--- config.mk ---
export PLATFORM = sky130hd
export DESIGN_NAME = xfer_status_engine
export DESIGN_NICKNAME = d
export VERILOG_FILES = /design/src/rtl/xse_pkg.sv /design/src/rtl/xse_len_capture.sv /design/src/rtl/xse_buffer.sv /design/src/rtl/xse_readmux.sv /design/src/rtl/xfer_status_engine.sv
export SDC_FILE = /design/constraint.sdc
export NUM_CORES = 1
export LEC_CHECK = 0
export BUFFER_PORTS_ARGS = -buffer_cell sky130_fd_sc_hd__buf_2
export CORE_ASPECT_RATIO = 1.25
export CORE_MARGIN = 4
export CORE_UTILIZATION = 63
export DETAILED_ROUTE_END_ITERATION = 6
export PLACE_DENSITY = 0.8
export SYNTH_ARGS = -nofsm -noshare
export SYNTH_HDL_FRONTEND = slang
export SYNTH_SLANG_ARGS = --single-unit
--- constraint.sdc ---
create_clock -name clk -period 4.4 [get_ports clk]
set_input_delay 0.22 -clock clk [delete_from_list [all_inputs] [get_ports clk]]
set_output_delay 0.22 -clock clk [all_outputs]
set_load 0.01 [all_outputs]
--- src/rtl/xse_pkg.sv ---
package xse_pkg;

    typedef enum logic [2:0] {
        ST_IDLE  = 3'd0,
        ST_READY = 3'd1,
        ST_RX    = 3'd2,
        ST_EXEC  = 3'd3,
        ST_COMPL = 3'd4
    } xse_state_e;

    // register offsets inside one locality window
    localparam int OFS_STS    = 'h18;
    localparam int OFS_BURST0 = 'h19;
    localparam int OFS_BURST1 = 'h1A;
    localparam int OFS_FIFO   = 'h24;

    // status byte bit positions
    localparam int BIT_VALID  = 7;
    localparam int BIT_CRDY   = 6;
    localparam int BIT_GO     = 5;
    localparam int BIT_AVAIL  = 4;
    localparam int BIT_EXPECT = 3;

    // header layout
    localparam int HDR_BYTES = 10;
    localparam int LEN_FIRST = 2;
    localparam int LEN_LAST  = 5;

endpackage

--- src/rtl/xse_len_capture.sv ---
module xse_len_capture (
    input  logic        clk,
    input  logic        rst_n,
    input  logic        clr,
    input  logic        shift_en,
    input  logic [7:0]  byte_in,
    output logic [31:0] len_q,
    output logic [31:0] len_nx
);

    // big-endian: earliest byte lands in the most significant position
    assign len_nx = {len_q[23:0], byte_in};

    always_ff @(posedge clk) begin
        if (!rst_n || clr) begin
            len_q <= '0;
        end else if (shift_en) begin
            len_q <= len_nx;
        end
    end

endmodule

--- src/rtl/xse_buffer.sv ---
module xse_buffer #(
    parameter int DEPTH = 64,
    parameter int AW    = 6
) (
    input  logic          clk,
    input  logic          we,
    input  logic [AW-1:0] waddr,
    input  logic [7:0]    wdata,
    input  logic [AW-1:0] raddr,
    output logic [7:0]    rdata
);

    logic [7:0] mem [DEPTH];

    always_ff @(posedge clk) begin
        if (we) begin
            mem[waddr] <= wdata;
        end
    end

    assign rdata = mem[raddr];

endmodule

--- src/rtl/xse_readmux.sv ---
module xse_readmux #(
    parameter int ADDR_W = 12
) (
    input  logic [ADDR_W-1:0] addr,
    input  logic              loc_ok,
    input  logic [7:0]        sts_byte,
    input  logic [15:0]       burst,
    input  logic              fifo_ok,
    input  logic [7:0]        fifo_byte,
    output logic [7:0]        rdata
);

    import xse_pkg::*;

    always_comb begin
        rdata = 8'h00;
        if (!loc_ok) begin
            rdata = 8'hFF;
        end else if (addr == ADDR_W'(OFS_STS)) begin
            rdata = sts_byte;
        end else if (addr == ADDR_W'(OFS_BURST0)) begin
            rdata = burst[7:0];
        end else if (addr == ADDR_W'(OFS_BURST1)) begin
            rdata = burst[15:8];
        end else if (addr == ADDR_W'(OFS_FIFO)) begin
            rdata = fifo_ok ? fifo_byte : 8'h00;
        end
    end

endmodule

--- src/rtl/xfer_status_engine.sv ---
module xfer_status_engine #(
    parameter int LOC_W    = 3,
    parameter int ADDR_W   = 12,
    parameter int DEPTH    = 64,
    parameter int EXEC_LAT = 2
) (
    input  logic              clk,
    input  logic              rst_n,
    input  logic [LOC_W-1:0]  owner_loc,
    input  logic [LOC_W-1:0]  acc_loc,
    input  logic [ADDR_W-1:0] reg_addr,
    input  logic              reg_wr,
    input  logic [7:0]        reg_wdata,
    input  logic              reg_rd,
    output logic [7:0]        reg_rdata
);

    import xse_pkg::*;

    localparam int CNT_W = $clog2(DEPTH + 1);
    localparam int AW    = $clog2(DEPTH);
    localparam int EL_W  = $clog2(EXEC_LAT + 1);

    xse_state_e       state_q, state_d;
    logic [CNT_W-1:0] wr_cnt_q, rd_cnt_q, unread_w;
    logic [EL_W-1:0]  exec_cnt_q;
    logic             len_known_q;
    logic [31:0]      len_q, len_nx;
    logic [7:0]       buf_rdata;

    logic loc_ok, sts_hit, fifo_hit;
    logic cmd_rdy_req, go_req, wr_fifo, rd_fifo;
    logic need_more, byte_take, hit_len_last, len_bad, shift_en;
    logic exec_done, pop, clr_all;
    logic sts_valid, sts_crdy, sts_expect, sts_avail;
    logic [7:0]  sts_byte;
    logic [15:0] burst_w;

    // ---------------- access qualification ----------------
    assign loc_ok      = (owner_loc == acc_loc);
    assign sts_hit     = (reg_addr == ADDR_W'(OFS_STS));
    assign fifo_hit    = (reg_addr == ADDR_W'(OFS_FIFO));
    assign cmd_rdy_req = reg_wr && loc_ok && sts_hit && reg_wdata[BIT_CRDY];
    assign go_req      = reg_wr && loc_ok && sts_hit && reg_wdata[BIT_GO] && !cmd_rdy_req;
    assign wr_fifo     = reg_wr && loc_ok && fifo_hit;
    assign rd_fifo     = reg_rd && loc_ok && fifo_hit;

    // ---------------- reception bookkeeping ----------------
    assign need_more    = !len_known_q || ({{(32-CNT_W){1'b0}}, wr_cnt_q} < len_q);
    assign byte_take    = wr_fifo &&
                          ((state_q == ST_READY) ||
                           (state_q == ST_RX && need_more && wr_cnt_q < CNT_W'(DEPTH)));
    assign hit_len_last = byte_take && (wr_cnt_q == CNT_W'(LEN_LAST));
    assign len_bad      = hit_len_last &&
                          ((len_nx < 32'(HDR_BYTES)) || (len_nx > 32'(DEPTH)));
    assign shift_en     = byte_take && (wr_cnt_q >= CNT_W'(LEN_FIRST)) &&
                          (wr_cnt_q <= CNT_W'(LEN_LAST));
    assign exec_done    = (state_q == ST_EXEC) && (exec_cnt_q == EL_W'(EXEC_LAT - 1));
    assign unread_w     = len_q[CNT_W-1:0] - rd_cnt_q;
    assign pop          = rd_fifo && (state_q == ST_COMPL) && (unread_w != '0);
    assign clr_all      = cmd_rdy_req || len_bad;

    // ---------------- next state ----------------
    always_comb begin
        state_d = state_q;
        if (cmd_rdy_req) begin
            state_d = ST_READY;
        end else begin
            unique case (state_q)
                ST_IDLE:  state_d = ST_IDLE;
                ST_READY: if (byte_take) state_d = ST_RX;
                ST_RX: begin
                    if (len_bad)                     state_d = ST_READY;
                    else if (go_req && !need_more)   state_d = ST_EXEC;
                end
                ST_EXEC:  if (exec_done) state_d = ST_COMPL;
                ST_COMPL: state_d = ST_COMPL;
                default:  state_d = ST_IDLE;
            endcase
        end
    end

    // ---------------- state register ----------------
    always_ff @(posedge clk) begin
        if (!rst_n) begin
            state_q <= ST_IDLE;
        end else begin
            state_q <= state_d;
        end
    end

    // ---------------- counters ----------------
    always_ff @(posedge clk) begin
        if (!rst_n || clr_all) begin
            wr_cnt_q    <= '0;
            rd_cnt_q    <= '0;
            len_known_q <= 1'b0;
        end else begin
            if (byte_take)    wr_cnt_q    <= wr_cnt_q + 1'b1;
            if (pop)          rd_cnt_q    <= rd_cnt_q + 1'b1;
            if (hit_len_last) len_known_q <= 1'b1;
        end
    end

    always_ff @(posedge clk) begin
        if (!rst_n) begin
            exec_cnt_q <= '0;
        end else if (state_q == ST_RX && state_d == ST_EXEC) begin
            exec_cnt_q <= '0;
        end else if (state_q == ST_EXEC) begin
            exec_cnt_q <= exec_cnt_q + 1'b1;
        end
    end

    // ---------------- outputs ----------------
    always_comb begin
        sts_valid  = (state_q != ST_EXEC);
        sts_crdy   = (state_q == ST_READY);
        sts_expect = (state_q == ST_RX) && need_more;
        sts_avail  = (state_q == ST_COMPL) && (unread_w != '0);
        sts_byte   = '0;
        sts_byte[BIT_VALID]  = sts_valid;
        sts_byte[BIT_CRDY]   = sts_crdy;
        sts_byte[BIT_AVAIL]  = sts_avail;
        sts_byte[BIT_EXPECT] = sts_expect;
        unique case (state_q)
            ST_READY, ST_RX: burst_w = 16'(DEPTH) - 16'(wr_cnt_q);
            ST_COMPL:        burst_w = 16'(unread_w);
            default:         burst_w = '0;
        endcase
    end

    // ---------------- sub-blocks ----------------
    xse_len_capture u_len (
        .clk      (clk),
        .rst_n    (rst_n),
        .clr      (clr_all),
        .shift_en (shift_en),
        .byte_in  (reg_wdata),
        .len_q    (len_q),
        .len_nx   (len_nx)
    );

    // stub executor: the command bytes stay in place and are replayed as the response
    xse_buffer #(.DEPTH(DEPTH), .AW(AW)) u_buf (
        .clk   (clk),
        .we    (byte_take),
        .waddr (wr_cnt_q[AW-1:0]),
        .wdata (reg_wdata),
        .raddr (rd_cnt_q[AW-1:0]),
        .rdata (buf_rdata)
    );

    xse_readmux #(.ADDR_W(ADDR_W)) u_mux (
        .addr      (reg_addr),
        .loc_ok    (loc_ok),
        .sts_byte  (sts_byte),
        .burst     (burst_w),
        .fifo_ok   (sts_avail),
        .fifo_byte (buf_rdata),
        .rdata     (reg_rdata)
    );

endmodule

Yosys cells after proc, flatten, opt, wreduce, memory -nomap -nowiden --
Memories as Yosys holds them, arrays and structs flattened. A register that Yosys moved wholly into a read port is not among the register bits. Index checks and enable logic that the tools add are counted. Widths: inputs -> output; s select.
Word-level totals: memories kept 1, register bits after elaboration 52, memory bits (writable) 512, output and inout bits 8
Operators by class: reductions and logical operators 33, muxes and demuxes 17, bitwise logic cells 1, $add $sub $neg 5, $lt $le $gt $ge 6, equality and inequality tests 13
Memory list:
- u_buf.mem | depth 64, width 8, read ports 1, clocked after memory_dff 1, wr ports 1, RTL line xse_buffer.sv:13 | logic [7:0] mem [DEPTH];
Operators by type and width (count):
- $mux 8 | 6
- $eq 12x5->1 const B | 3
- $gt 32x7->1 const B | 1
- $lt 32x4->1 const B | 1
- $lt 7x32->1 | 1
- $pmux 16 s2 | 1
- $logic_and 1x1->1 | 21
- $mux 3 | 5
- $add 7x1->7 const B | 2
- $eq 12x6->1 const B | 1
- $mux 6 | 2
- $pmux 3 s4 | 1
- $eq 3x2->1 const B | 3
- $sub 7x7->8 const A | 1
- $eq 7x3->1 const B | 1
- $ge 7x2->1 const B | 1
- $le 7x3->1 const B | 1
- $lt 7x7->1 const B | 1
- $reduce_bool 7->1 | 1
- $sub 7x7->7 | 1
- $logic_or 1x1->1 | 5
- $logic_not 1->1 | 4
- $reduce_or 2->1 | 2
- $eq 3x1->1 const B | 1
- other kinds (7) | 8

Logic depth before layout (Yosys ltp) --
Gate-level depths: netlist (run 1).
depth after elaboration 14, gate-level depth with buffers 11, depth with buffers taken out 10

Modules after synthesis --
Synthesis (run 1) repeated with hierarchy kept, for this count alone.
Second synthesis, totals: cells, all modules 1432, area, all modules 24024.3 um2
Modules (own cells, without submodules):
- xse_buffer | cells each 932, times used 1, sequential area each 15374.7 um2, area an instance 20006.7 um2
- xfer_status_engine | cells each 307, times used 1, sequential area each 400.4 um2, area an instance 2240.9 um2
- xse_len_capture | cells each 136, times used 1, sequential area each 640.6 um2, area an instance 1413.9 um2
- xse_readmux | cells each 57, times used 1, sequential area each 0.0 um2, area an instance 362.8 um2

Least setup slack after synthesis (run 1) --
OpenSTA, ideal clock, no wires.
kind reg-to-reg, start register u_len.len_q[5], end memory u_buf.mem[57][0], enable pin, cell stages (with the launch flop) 10, arrival time 2710 ps, path slack 1319 ps, period minus slack after synthesis 3081 ps, required time 4029 ps, cells stage by stage dfxtp_1 -> inv_1 -> ha_1 -> a21o_1 -> a21o_1 -> o311ai_1 -> a21bo_2 -> clkbuf_1 -> nand4b_1 -> nor2_1
On the way: cells in the longest elaborated chain, start to end 8
RTL lines:
- start, declared | RTL line xse_len_capture.sv:7 | output logic [31:0] len_q,
- start signal, assigned | RTL line xse_len_capture.sv:18 | len_q <= len_nx;
- $lt 7x32->1 | RTL line xfer_status_engine.sv:49 | assign need_more = !len_known_q || ({{(32-CNT_W){1'b0}}, wr_cnt_q} < len_q);
- $logic_or 1x1->1 | RTL line xfer_status_engine.sv:49
- $logic_and 1x1->1 (2 in a row) | RTL line xfer_status_engine.sv:52 | (state_q == ST_RX && need_more && wr_cnt_q < CNT_W'(DEPTH)));
- $logic_or 1x1->1 | RTL line xfer_status_engine.sv:51 | ((state_q == ST_READY) ||
- $logic_and 1x1->1 | RTL line xfer_status_engine.sv:50 | assign byte_take = wr_fifo &&
- $mux 1 | RTL line xse_buffer.sv:16 | if (we) begin
- $mux 1 (implied by the code) | RTL line xse_buffer.sv:17 | mem[waddr] <= wdata;
- end, declared | RTL line xse_buffer.sv:13
No other way between the ends.

Worst setup path after layout (run 1) --
start register wr_cnt_q[2], end memory u_buf.mem[44][3], enable pin
On the way: cells in the longest elaborated chain, start to end 8
RTL lines:
- start, declared | RTL line xfer_status_engine.sv:25 | logic [CNT_W-1:0] wr_cnt_q, rd_cnt_q, unread_w;
- start signal, assigned | RTL line xfer_status_engine.sv:99 | if (byte_take) wr_cnt_q <= wr_cnt_q + 1'b1;
- $lt 7x32->1 | RTL line xfer_status_engine.sv:49
- $logic_or 1x1->1 | RTL line xfer_status_engine.sv:49
- $logic_and 1x1->1 (2 in a row) | RTL line xfer_status_engine.sv:52
- $logic_or 1x1->1 | RTL line xfer_status_engine.sv:51
- $logic_and 1x1->1 | RTL line xfer_status_engine.sv:50
- $mux 1 | RTL line xse_buffer.sv:16
- $mux 1 (implied by the code) | RTL line xse_buffer.sv:17
Several ways; a longest one is shown, not always the timed one.

==> out/qor.yml, run 1 <==
run_status:
  status: "complete, no violations"
finish:
  final_cell_area_um2: 26000
  layout.nets: 1460
  n_antenna_cell: 0
  final_common_cell: "edfxtp_1"
  final_cell_mix: "edfxtp_1 (512), mux4_2 (146), nor2_1 (102)"
  syn_to_final_growth_pct: 11.1
  drive_above_1_share_pct: 23.6
  fillers: 2181
global_routing:
  grt_start_max_net_pins: 66
  grt_pass1_vias: 13360
  grt_pass1_wl_um: 85600
  grt_usage_pct: 28.4
  grt_overflow: 0
  antenna_found_initial: 0
drt:
  vias_per_cell: 6.86
  drt-total-wl_um: 56500
  remaining_drc_errors: 0
  first_pass_iters: 6
  vias: 13251
  drt-initial-drc-count: 1772
  final_antenna_net_count: 0
  avgRoutedWirePerCell_um: 29.3
die:
  die_h_um: 223
  die_area_um2: 40300
  core_area_um2: 36500
  start_util_pct: 64.0
  die_w_um: 180
  pin_count: 38
  rows: 78
placed_design:
  placed_area_um2: 24400
  dpl.hpwl_um: 34300
  io_buffers: 37
  gp_congestion: 0.907
critical_path:
  worstRegToRegCells: 8
  worstPathMaxFanout: 20
  cp_data_required_time_ns: 4.60
  end_kind: "flop"
  startpoint_type: "flop"
  criticalPathCategory: "reg -> reg"
  cp.arrival_ns: 4.23
flow_run:
  drv_cap: 0
cts:
  cts_tree: "built"
  clk_pin_slew_ns: 0.07
  clk_latency_ns: 0.59
  cts_htree_levels: 2
  cts_sinks: 570
  cts-root-buf: "clkbuf_16"
  numCtsBuffers: 49
  clk_path_buf_depth: 3
sta:
  fin_crit_ns: 4.02
  timing.final.crit_share_pct: 91.5
  setup_violations: 0
  max_freq_mhz: 249
  finalHoldViolCount: 0
  tns_ns: 0
  skew_ns: 0.0149
  rsz0062_at_grt: "false"
  maxSlewHeadroom_pct: 23.9
  slew_violations: 0
  tightest_slew_ns: 1.14
synthesis:
  async_reset_ff_share_pct: 0
  synth_area_per_cell_um2: 17.7
  synth_edf_count: 512
  synth_cells: 1324
  netlist_area_um2: 23400
  syn_nets: 1373
  ys.flop_type: "edfxtp_1"
  yosysUniqueCellTypes: 69
  ys_warn_count: 0
  synth_seq_cells: 570
  synth-seq-area-share_pct: 70.7
power_and_ir_drop:
  p_leak_nw: 8.05
  p_total_mw: 10.2
  ir_drop_mv: 0.326
  power-per-cell-area_nw_per_um2: 394
min_path:
  hold_path_class: "in -> reg"
  holdPathStages: 1
## area by class of cell
cell class	instances	area [µm²]	area share (%)
Inverter	21	78.8	0.304
Multi-Input combinational cell	656	6390	24.6
Clock buffer	72	1320	5.09
Tap cell	480	601	2.31
Clock inverter	19	216	0.834
Timing Repair Buffer	113	808	3.11
Sequential cell	570	16500	63.7
## Yosys cell counts, types with 18 or more instances
master / number / share of area [%]
ha_1: 18 / 0.96
nor2_1: 102 / 1.6
dfxtp_1: 58 / 5.0
o21ai_0: 62 / 1.3
inv_1: 20 / 0.32
buf_2: 20 / 0.43
a21oi_1: 56 / 1.2
nand2_1: 27 / 0.43
nand3_1: 47 / 1.0
clkbuf_1: 39 / 0.63
mux4_2: 146 / 14
mux2i_1: 25 / 1.1
edfxtp_1: 512 / 66
## cell families (layout without fill, tap and decap cells)
| family | after synthesis | count (layout) | synth area share, % |
|---|---|---|---|
| xor+xnor | 14 | 14 | 0.525 |
| mux | 173 | 173 | 15.2 |
| flops | 570 | 570 | 70.7 |
| buf+inv | 98 | 225 | 1.93 |
| fa+ha+maj | 19 | 19 | 1.05 |
| simple gates | 268 | 268 | 5.79 |
| compound gates | 182 | 182 | 4.73 |
## registers in the layout, indices dropped and copies added, names as in the netlist, named ones only
signal,count
exec_cnt_q,2
len_known_q,1
rd_cnt_q,7
state_q,3
u_buf.mem,512
u_len.len_q,32
wr_cnt_q,7
## layer usage
| layer | up-vias | global-route usage, % | share of wire (%) |
|---|---|---|---|
| li1 | 5515 | - | - |
| met1 | 6722 | 37.5 | 36 |
| met2 | 845 | 47.1 | 50 |
| met3 | 169 | 5.30 | 8.7 |
| met4 | 0 | 12.1 | 5.0 |
| met5 | - | 0 | 0 |
## power by group
part / leakage, nW / switching (mW) / internal [mW]
clock network: 0.748 / 1.86 / 2.34
logic: 2.24 / 0.127 / 0.0298
registers: 5.07 / 0.00000000000245 / 5.89
total: 8.05 / 1.99 / 8.25
## path summary, 6_finish.rpt
kind / slack (ns) / to / start
worst max-delay path: 0.38 / u_buf.mem[44][3] / wr_cnt_q[2]
worst min-delay path: 0.06 / u_buf.mem[8][2] / reg_wdata[2]
worst max register to register: 0.38 / u_buf.mem[44][3] / wr_cnt_q[2]
worst min register to register: 0.46 / len_known_q / len_known_q
## metrics by stage
step	setup WS [ns]	cells	util, %	hold WS [ns]
finish	0.376	1931	71.1	0.0551
floorplan	1.32	1324	-	0.319
detailed placement	0.578	1839	66.9	0.454
global route	0.201	1931	71.1	0.0390
global placement	0.606	1839	66.9	0.446
CTS	0.524	1931	71.1	0.0341
## repair_timing
| item | CTS | global route |
|---|---|---|
| hold endpoints to repair | 4 | 0 |
| setup buffers | 0 | 0 |
| hold buffers | 1 | 0 |
| gates resized for setup | 0 | 0 |
## worst max-delay path, stage by stage, from the launching register on
cell      delay (ns)
dfxtp_1         0.68
ha_1            0.36
a21oi_1         0.13
a21oi_1         0.09
o311ai_1        0.32
buf_4           0.21
a21bo_2         0.21
nand4_1         0.72
nor2_1          0.92
(Power assumes the default switching activity.)
==> run 2: changes to the inputs <==
CORE_UTILIZATION = 57   (was 63)
PLACE_DENSITY = 0.73   (was 0.8)
clock period = 3.85 ns   (was 4.4 ns; I/O delays follow)
==> run 2 against run 1 <==
  * Combinational power up 11%
  * Non-clock buffer count up 32
  * Clock-buffer cell count down 13
  * Total power up 16%
  * Core utilization down 5.6 points
  * Largest power group unchanged
  * Via count down 2.2%
==> out/qor.yml, run 2 (synthesis gave the netlist of run 1 again) <==
critical_path:
  cp.arrival_ns: 3.55  # was 4.23 ns
  end_kind: "output pin"  # was flop
  worstPathMaxFanout: 19  # was 20
  startpoint_type: "flop"  # unchanged
  reg2reg_from: "wr_cnt_q[5]"  # was wr_cnt_q[2]
  crit_buf_inv: 2  # was 1
  cp_slowest_cell: "dfxtp_4"  # was nor2_1
  cpPeakStageDelay_ns: 0.62  # was 0.92 ns
  timing.critical_path.mode_cell: "o21ai_0"  # was a21oi_1
  path_cells: "buf_4, mux4_2, a221oi_1, o21ai_0, o21ai_0, a211o_1, a22oi_1, buf_2"  # was ha_1, a21oi_1, a21oi_1, o311ai_1, buf_4, a21bo_2, nand4_1, nor2_1
  criticalPathCategory: "reg -> out"  # was reg -> reg
  cp_data_required_time_ns: 3.66  # was 4.60 ns
  cp.depth: 8  # unchanged
  worstRegToRegCells: 9  # was 8
  crit_family: "compound AO/OA/AOI/OAI gates"  # was simple AND/OR/NAND/NOR gates
global_routing:
  grt_overflow: 0  # unchanged
  grt_start_max_net_pins: 66  # unchanged
  grt_usage_pct: 24.9  # was 28.4%
  antenna_found_initial: 0  # unchanged
  grt_pass1_wl_um: 82200  # was 85600 µm
  grt_pass1_vias: 12975  # was 13360
power_and_ir_drop:
  ir_drop_mv: 0.370  # was 0.326 mV
  p_leak_nw: 8.28  # was 8.05 nW
  clkPwrFrac_pct: 42.1  # was 41.0%
  p_seq_share_pct: 56.4  # was 57.5%
  power_switching_mw: 2.31  # was 1.99 mW
  internal_power_mw: 9.61  # was 8.25 mW
  power_switching_share_pct: 19.4  # about the same
  combPwrFrac_pct: 1.5  # about the same
  power-per-cell-area_nw_per_um2: 451  # was 394 nW/µm²
sta:
  skew_ns: 0.0150  # was 0.0149 ns
  maxSlewHeadroom_pct: 39.9  # was 23.9%
  slew_violations: 0  # unchanged
  fin_crit_ns: 3.75
  tns_ns: 0  # unchanged
  max_freq_mhz: 267
  tightest_slew_ns: 0.899  # was 1.14 ns
  rsz0062_at_grt: "false"  # unchanged
  setup_violations: 0  # unchanged
  finalHoldViolCount: 0  # unchanged
  timing.final.crit_share_pct: 97.3
  fin_ws_ns: 0.104  # was 0.376 ns
drt:
  vias_per_cell: 6.38  # was 6.86
  vias: 12960  # was 13251
  first_pass_iters: 7  # was 6
  remaining_drc_errors: 0  # unchanged
  final_antenna_net_count: 0  # unchanged
  drt-total-wl_um: 54400  # was 56500 µm
  avgRoutedWirePerCell_um: 26.8  # was 29.3 µm
  drt-initial-drc-count: 1472  # was 1772
die:
  die_w_um: 189  # was 180 µm
  die_area_um2: 44300  # was 40300 µm²
  pin_count: 38  # unchanged
  start_util_pct: 58.0  # was 64.0%
  rows: 82  # was 78
  core_area_um2: 40300  # was 36500 µm²
  die_h_um: 234  # was 223 µm
finish:
  reg_top3: "u_buf.mem: 512 flops, u_len.len_q: 32 flops"  # unchanged
  largest_reg_flops: 512  # unchanged
  n_antenna_cell: 0  # unchanged
  layout.nets: 1494  # was 1460
  final_common_cell: "edfxtp_1"  # unchanged
  drive_above_1_share_pct: 25.8  # was 23.6%
  syn_to_final_growth_pct: 13.1  # was 11.1%
  top_register: "u_buf.mem"  # unchanged
  final_cell_mix: "edfxtp_1 (512), mux4_2 (146), nor2_1 (102)"  # unchanged
min_path:
  min_from: "reg_wdata[6]"  # was reg_wdata[2]
  holdPathStages: 1  # unchanged
  hold_path_class: "in -> reg"  # unchanged
flow_run:
  drv_cap: 0  # unchanged
cts:
  clk_latency_ns: 0.59  # about the same
  numCtsBuffers: 51  # was 49
  clk_path_buf_depth: 3  # unchanged
  clk_pin_slew_ns: 0.06  # was 0.07 ns
  cts_htree_levels: 2  # unchanged
  cts-root-buf: "clkbuf_16"  # unchanged
  cts_resized: 0  # unchanged
  cts_sinks: 570  # unchanged
  cts_tree: "built"  # unchanged
run_status:
  status: "complete, no violations"  # unchanged
placed_design:
  dp_slack_ns: 0.609  # was 0.578 ns
  io_buffers: 37  # unchanged
  gp_congestion: 0.868  # was 0.907
  dpl.hpwl_um: 35300  # was 34300 µm
[run 2: power groups by stage]
stage          Sequential (mW)  Clock [mW]  Combinational [mW]
3_5_place_dp              6.86           0               0.176
3_3_place_gp              6.86           0               0.169
6_report                  6.73        5.02               0.174
4_1_cts                   6.73        5.09               0.177
2_1_floorplan             6.86           0              0.0350
5_1_grt                   6.72        5.38               0.189
[run 2: path summary, 6_finish.rpt]
check | end | slack (ns)
hold reg to reg | u_len.len_q[29] | 0.47
setup reg to reg | u_buf.mem[50][3] | 0.60
hold / removal | u_buf.mem[29][6] | 0.06
setup / recovery | reg_rdata[1] | 0.10
[run 2: final cells by class]
class	instances	area (µm²)
flip-flops and latches	570	16500
fillers	2699	13900
clock buffers	59	1350
clock inverters	34	305
repair buffers	145	1070
inverters	21	78.8
well taps	546	683
multi-input cells	656	6390
[run 2: through the flow]
stage	std cells	instance area, µm²	power, mW	utilization (%)	hold slack, ns
floorplan	1324	23400	6.90	-	0.291
global placement	1936	24800	7.03	61.4	0.449
detailed placement	1936	24800	7.04	61.4	0.462
CTS	2030	26400	12.0	65.5	0.0389
global route	2031	26400	12.3	65.5	0.0505
finish	2031	26400	11.9	65.5	0.0594
[run 2: repair_timing]
item,in CTS,in global routing
pin swaps,1,1
hold endpoints to repair,4,0
hold buffers,1,0
buffers inserted,0,1
endpoints found under the setup margin,1,7
[run 2: layer usage]
layer	part of all wire [%]	global-route usage [%]
met1	38	34.0
met2	50	41.5
met3	7.8	4.27
met4	3.5	8.43
met5	0	0
[run 2: worst register-to-register path, cell delays in order, from the launching register on]
cell	delay, ns
dfxtp_1	0.54
ha_1	0.33
a21o_1	0.19
a21o_1	0.17
o311ai_1	0.28
buf_4	0.19
a21bo_2	0.24
nand4b_1	0.12
buf_4	0.23
nor2_1	0.59
